**src/rtl/bwb_pkg.sv**
```systemverilog
package bwb_pkg;

  // Single-cycle strobes from control to datapath
  typedef struct packed {
    logic acceptHold;  // store non-launching write byte
    logic serveBuf;    // return read buffer to host
    logic launch;      // capture internal cycle parameters
    logic complete;    // internal cycle accepted ready
  } bwb_strobe_t;

  typedef enum logic {
    ST_IDLE = 1'b0,
    ST_WAIT = 1'b1
  } bwb_state_t;

endpackage

```
**src/rtl/bwb_lane_decode.sv**
```systemverilog
module bwb_lane_decode (
  input  logic strapPolarity,
  input  logic strapTrigger,
  input  logic strapZeroWait,
  input  logic hostByteSel,
  input  logic hostWrite,
  output logic laneUpper,
  output logic launches
);

  logic launchOnUpper;

  // Polarity strap: 1 means a low select addresses the upper byte
  assign laneUpper = strapPolarity ? ~hostByteSel : hostByteSel;

  // Handshaked mode: the read and write launching bytes are opposite.
  // Zero-wait mode: one byte launches both directions.
  always_comb begin
    if (strapZeroWait) begin
      launchOnUpper = hostWrite ? ~strapTrigger : strapTrigger;
    end else begin
      launchOnUpper = ~strapTrigger;
    end
  end

  assign launches = (laneUpper == launchOnUpper);

endmodule

```
**src/rtl/bwb_ctrl.sv**
```systemverilog
module bwb_ctrl
  import bwb_pkg::*;
(
  input  logic        clk,
  input  logic        rstN,
  input  logic        strapZeroWait,
  input  logic        hostStrobe,
  input  logic        hostWrite,
  input  logic        launches,
  input  logic        intReady,
  output bwb_strobe_t strb,
  output logic        intReq,
  output logic        hostAck
);

  bwb_state_t state;

  always_comb begin
    strb = '0;
    if (state == ST_IDLE) begin
      if (hostStrobe) begin
        if (launches) begin
          strb.launch = 1'b1;
        end else if (hostWrite) begin
          strb.acceptHold = 1'b1;
        end else begin
          strb.serveBuf = 1'b1;
        end
      end
    end else begin
      strb.complete = intReady;
    end
  end

  always_ff @(posedge clk or negedge rstN) begin
    if (!rstN) begin
      state   <= ST_IDLE;
      hostAck <= 1'b0;
    end else begin
      case (state)
        ST_IDLE: if (strb.launch) state <= ST_WAIT;
        ST_WAIT: if (strb.complete) state <= ST_IDLE;
        default: state <= ST_IDLE;
      endcase
      hostAck <= strapZeroWait & (strb.acceptHold | strb.serveBuf | strb.complete);
    end
  end

  assign intReq = (state == ST_WAIT);

  AST_REQ_HELD: assert property (@(posedge clk) disable iff (!rstN)
    intReq && !intReady |=> intReq);

  AST_REQ_RELEASE: assert property (@(posedge clk) disable iff (!rstN)
    intReq && intReady |=> !intReq);

  AST_ACK_SINGLE: assert property (@(posedge clk) disable iff (!rstN)
    hostAck |=> !hostAck);

  AST_ACK_AFTER_READY: assert property (@(posedge clk) disable iff (!rstN)
    strapZeroWait && intReq && intReady |=> hostAck);

  AST_ZW_NO_ACK: assert property (@(posedge clk) disable iff (!rstN)
    !strapZeroWait && !$past(strapZeroWait) |-> !hostAck);

  AST_BUSY_NO_ACK: assert property (@(posedge clk) disable iff (!rstN)
    intReq && !intReady |=> !hostAck);

endmodule

```
**src/rtl/bwb_datapath.sv**
```systemverilog
module bwb_datapath
  import bwb_pkg::*;
#(
  parameter int ADDR_W = 14,
  parameter int BYTE_W = 8,
  localparam int WORD_W = 2 * BYTE_W
) (
  input  logic              clk,
  input  logic              rstN,
  input  bwb_strobe_t       strb,
  input  logic              laneUpper,
  input  logic              hostWrite,
  input  logic [ADDR_W-1:0] hostWordAddr,
  input  logic [BYTE_W-1:0] hostWrData,
  input  logic [WORD_W-1:0] intRdData,
  output logic [BYTE_W-1:0] hostRdData,
  output logic [ADDR_W-1:0] intAddr,
  output logic              intWrite,
  output logic [WORD_W-1:0] intWrData
);

  logic [BYTE_W-1:0] holdByte;
  logic [BYTE_W-1:0] rdBuf;
  logic              pendUpper;
  logic [BYTE_W-1:0] rdUpper;
  logic [BYTE_W-1:0] rdLower;

  assign rdUpper = intRdData[WORD_W-1:BYTE_W];
  assign rdLower = intRdData[BYTE_W-1:0];

  always_ff @(posedge clk or negedge rstN) begin
    if (!rstN) begin
      holdByte   <= '0;
      rdBuf      <= '0;
      hostRdData <= '0;
      intAddr    <= '0;
      intWrite   <= 1'b0;
      intWrData  <= '0;
      pendUpper  <= 1'b0;
    end else begin
      if (strb.acceptHold) holdByte <= hostWrData;
      if (strb.serveBuf) hostRdData <= rdBuf;
      if (strb.launch) begin
        intAddr   <= hostWordAddr;
        intWrite  <= hostWrite;
        pendUpper <= laneUpper;
        intWrData <= laneUpper ? {hostWrData, holdByte} : {holdByte, hostWrData};
      end
      if (strb.complete && !intWrite) begin
        hostRdData <= pendUpper ? rdUpper : rdLower;
        rdBuf      <= pendUpper ? rdLower : rdUpper;
      end
    end
  end

  AST_ONE_STROBE: assert property (@(posedge clk) disable iff (!rstN)
    $countones({strb.acceptHold, strb.serveBuf, strb.launch, strb.complete}) <= 1);

endmodule

```
**src/rtl/byte_word_bridge.sv**
```systemverilog
module byte_word_bridge
  import bwb_pkg::*;
#(
  parameter int ADDR_W = 14,
  parameter int BYTE_W = 8,
  localparam int WORD_W = 2 * BYTE_W
) (
  input  logic              clk,
  input  logic              rstN,
  input  logic              strapPolarity,
  input  logic              strapTrigger,
  input  logic              strapZeroWait,
  input  logic              hostStrobe,
  input  logic              hostWrite,
  input  logic              hostByteSel,
  input  logic [ADDR_W-1:0] hostWordAddr,
  input  logic [BYTE_W-1:0] hostWrData,
  output logic [BYTE_W-1:0] hostRdData,
  output logic              hostAck,
  output logic              intReq,
  output logic              intWrite,
  output logic [ADDR_W-1:0] intAddr,
  output logic [WORD_W-1:0] intWrData,
  input  logic [WORD_W-1:0] intRdData,
  input  logic              intReady
);

  bwb_strobe_t strb;
  logic        laneUpper;
  logic        launches;

  bwb_lane_decode uDecode (
    .strapPolarity (strapPolarity),
    .strapTrigger  (strapTrigger),
    .strapZeroWait (strapZeroWait),
    .hostByteSel   (hostByteSel),
    .hostWrite     (hostWrite),
    .laneUpper     (laneUpper),
    .launches      (launches)
  );

  bwb_ctrl uCtrl (
    .clk           (clk),
    .rstN          (rstN),
    .strapZeroWait (strapZeroWait),
    .hostStrobe    (hostStrobe),
    .hostWrite     (hostWrite),
    .launches      (launches),
    .intReady      (intReady),
    .strb          (strb),
    .intReq        (intReq),
    .hostAck       (hostAck)
  );

  bwb_datapath #(
    .ADDR_W (ADDR_W),
    .BYTE_W (BYTE_W)
  ) uData (
    .clk          (clk),
    .rstN         (rstN),
    .strb         (strb),
    .laneUpper    (laneUpper),
    .hostWrite    (hostWrite),
    .hostWordAddr (hostWordAddr),
    .hostWrData   (hostWrData),
    .intRdData    (intRdData),
    .hostRdData   (hostRdData),
    .intAddr      (intAddr),
    .intWrite     (intWrite),
    .intWrData    (intWrData)
  );

  AST_REQ_STABLE: assert property (@(posedge clk) disable iff (!rstN)
    intReq && !intReady |=> $stable(intAddr) && $stable(intWrData) && $stable(intWrite));

endmodule

```
**config.mk**
```make
export PLATFORM = sky130hd
export DESIGN_NAME = byte_word_bridge
export DESIGN_NICKNAME = d
export VERILOG_FILES = /design/src/rtl/bwb_pkg.sv /design/src/rtl/bwb_lane_decode.sv /design/src/rtl/bwb_ctrl.sv /design/src/rtl/bwb_datapath.sv /design/src/rtl/byte_word_bridge.sv
export SDC_FILE = /design/constraint.sdc
export NUM_CORES = 1
export LEC_CHECK = 0
export BUFFER_PORTS_ARGS = -buffer_cell sky130_fd_sc_hd__buf_2
export CAP_MARGIN = 10
export CORE_AREA = 2 2 76 78
export CTS_CLUSTER_SIZE = 24
export DETAILED_ROUTE_END_ITERATION = 7
export DIE_AREA = 0 0 78 80
export PLACE_DENSITY = 0.86
export SLEW_MARGIN = 10
export SYNTH_ARGS = -nofsm -noshare
export SYNTH_HDL_FRONTEND = slang
export SYNTH_HIERARCHICAL = 1
export SYNTH_SLANG_ARGS = --single-unit
```
**constraint.sdc**
```tcl
create_clock -name clk -period 2.7 [get_ports clk]
set_input_delay 0.405 -clock clk [delete_from_list [all_inputs] [get_ports clk]]
set_output_delay 0.405 -clock clk [all_outputs]
set_load 0.03 [all_outputs]
```
==> results.py <==
metrics = {
    "sta": {
        "finClkSkew_ns": 0.00562,
        "fin_crit_sh": 0.714,
        "drv_slew": 0,
        "setup_ws_ns": 0.772,
        "rsz0062_at_grt": "no",
        "holdWs_ns": 0.307,
        "finalHoldViolations": 0,
        "setup_tns_ns": 0,
        "min_period_ns": 1.93,
        "max_slew_margin": 0.483,
        "worstMarginPinSlew_ns": 0.775,
        "setup_viol": 0,
        "timing.fmax_mhz": 519,
    },
    "critical_path": {
        "crit_family": "XOR/XNOR gates",
        "crit_cells": 8,
        "path_cells": "buf_2 > xor2_2 > xnor3_1 > or3b_4 > nor2_1 > buf_4 > mux2i_1 > mux2i_1",
        "r2r-end": "uData/rdBuf[4]",
        "cp.arrival_ns": 2.12,
        "ff2ff_path_depth": 4,
        "regToRegStartpoint": "uCtrl/intReq",
        "max_stage_delay_ns": 0.42,
        "cp-end-kind": "flip-flop",
        "cp_max_fo": 8,
        "critPathKind": "input pin to flip-flop",
        "cp_common_cell": "mux2i_1",
        "critPathRequiredTime_ns": 2.89,
        "path_buf_inv": 2,
        "start_kind": "input pin",
        "crit_slowest_cell": "or3b_4",
        "r2r_slack_ns": 0.95,
    },
    "die": {
        "die_y_um": 80,
        "die_area_mm2": 0.00624,
        "initial_core_util": 0.491,
        "io_pins": 88,
        "std_cell_rows": 27,
        "core_area_mm2": 0.00541,
        "fp.dieW_um": 78,
    },
    "final_layout": {
        "final_area_mm2": 0.00334,
        "synthToLayoutAreaGrowth_pct": 25.9,
        "layout_commonest_cell": "buf_2",
        "final_cell_mix": "buf_2 (87), dfrtp_1 (58), mux2i_1 (40)",
        "fillers": 445,
        "drive_above_1_share": 0.510,
        "nets": 336,
        "antennaDiodeCount": 0,
    },
    "global_routing": {
        "grt_usage": 0.181,
        "grt_pass1_vias": 1851,
        "antenna_found_initial": 0,
        "gr-total-overflow": 0,
        "grt_pass1_wl_um": 8570,
        "grt_max_degree": 45,
    },
    "place": {
        "placed_area_mm2": 0.00313,
        "port_buffers": 87,
        "dp_hpwl_um": 3750,
        "place_ws_ns": 0.437,
        "routabilityCongestion": 0.703,
    },
    "yosys": {
        "yosysSeqAreaShare": 0.547,
        "syn_area_mm2": 0.00266,
        "ys_types": 21,
        "yosys_warnings": 6,
        "avgSynthCellArea_um2": 13.4,
        "synth_nets": 245,
        "ys_ff_latch": 58,
        "syn_inst": 198,
    },
    "routing": {
        "first_pass_iters": 4,
        "avgViaCountPerCell": 5.02,
        "drt_wl_total_um": 5290,
        "drtIter0Drc": 57,
        "route.detailed.drc": 0,
        "antenna_left": 0,
        "routedWlPerCell_um": 14.5,
        "vias": 1839,
    },
    "clock_network": {
        "path_clk_slew_ns": 0.06,
        "cts_resized": 0,
        "clk_latency_ns": 0.33,
        "cts_tree": "done",
        "cts_hold_buf": 1,
        "cts_buffer_depth": 2,
        "clock-sinks": 58,
        "htree_num_levels": 3,
        "root_buffer": "clkbuf_8",
        "post_cts_buffers": 0,
        "numCtsBuffers": 9,
    },
    "hold_path": {
        "hp-class": "input pin to flip-flop",
        "min_from": "hostWordAddr[12]",
        "min_to": "uData/intAddr[12]",
        "min_path_cells": 2,
    },
    "power_and_ir_drop": {
        "total_leakage_power_nw": 1.67,
        "powerDensity_mw_per_mm2": 1200,
        "ir_drop_mv": 0.703,
    },
    "run_status": {
        "status": "finished, final reports clean",
    },
    "run": {
        "cap_violations": 0,
    },
}
-- Yosys cell counts --
cell type	count	area [um2]
buf_12	1	20.0
inv_1	3	11.3
a21o_2	1	8.76
a21oi_1	16	80.1
mux2_2	38	428
clkbuf_1	4	15.0
dfrtp_1	58	1450
buf_4	1	7.51
nor2b_1	1	6.26
xor2_2	1	16.3
xnor3_1	1	22.5
buf_6	1	11.3
mux2_4	2	30.0
nand2b_1	2	12.5
a21boi_2	1	11.3
or3b_4	1	11.3
nand2_1	1	3.75
mux2i_1	40	400
nor2_1	18	67.6
buf_2	6	30.0
and3b_2	1	10.0
-- state kept, by name (all words and copies together) (netlist names) --
name	cells
uCtrl/intReq	1
uData/pendUpper	1
uData/holdByte	8
uData/rdBuf	8
uData/intWrite	1
uData/intAddr	14
uData/intWrData	16
uCtrl/hostAck	1
uData/hostRdData	8
-- per-stage QoR --
stage / util / cells / total power, mW
CTS: 0.618 / 366 / 4.04
finish: 0.618 / 366 / 3.99
global placement: 0.580 / 349 / 3.16
global route: 0.618 / 366 / 4.23
floorplan: - / 198 / 2.77
detailed placement: 0.580 / 349 / 3.23
-- worst max path at each step --
stage	startpoint	endpoint	slack, ns
6_report	strapPolarity	uData/hostRdData[4]	0.77
5_1_grt	strapPolarity	uData/intWrData[5]	0.66
4_1_cts	strapPolarity	uData/hostRdData[4]	0.78
3_5_place_dp	strapPolarity	uData/hostRdData[4]	0.44
3_3_place_gp	strapPolarity	uData/hostRdData[4]	0.51
2_1_floorplan	strapPolarity	uData/holdByte[0]	0.54
-- worst register-to-register path, stage by stage, from the launching register on --
cell     delay [ns]
dfrtp_1        0.41
nand2_1        0.12
inv_1          0.09
nor2b_1        0.60
mux2_2         0.41
-- where the power goes --
group	internal [mW]	switching [mW]	total (mW)
registers	1.28	0.277	1.56
clock network	0.476	0.315	0.791
logic	0.655	0.993	1.65
-- cell type report --
class	instances	area, um2	share of cell area
Clock buffer	14	163	0.0487
Clock inverter	2	35.0	0.0105
Inverter	3	11.3	0.00337
Tap cell	72	90.1	0.0270
Multi-Input combinational cell	124	1110	0.332
Timing Repair Buffer	93	483	0.145
Sequential cell	58	1450	0.434
-- kinds of logic after synthesis --
kind of cell    Yosys count  synth area share
simple gates             24            0.0419
mux                      80             0.323
xor+xnor                  2            0.0146
flops                    58             0.547
buf+inv                  16            0.0358
compound gates           18            0.0377
-- metal layers --
metal,vias up,GRT usage,part of all wire
met2,61,0.304,0.50
met1,894,0.213,0.43
met3,9,0.0475,0.061
met5,-,0,0
li1,875,-,-
met4,0,0.0947,0.017
(Power assumes the default switching activity.)
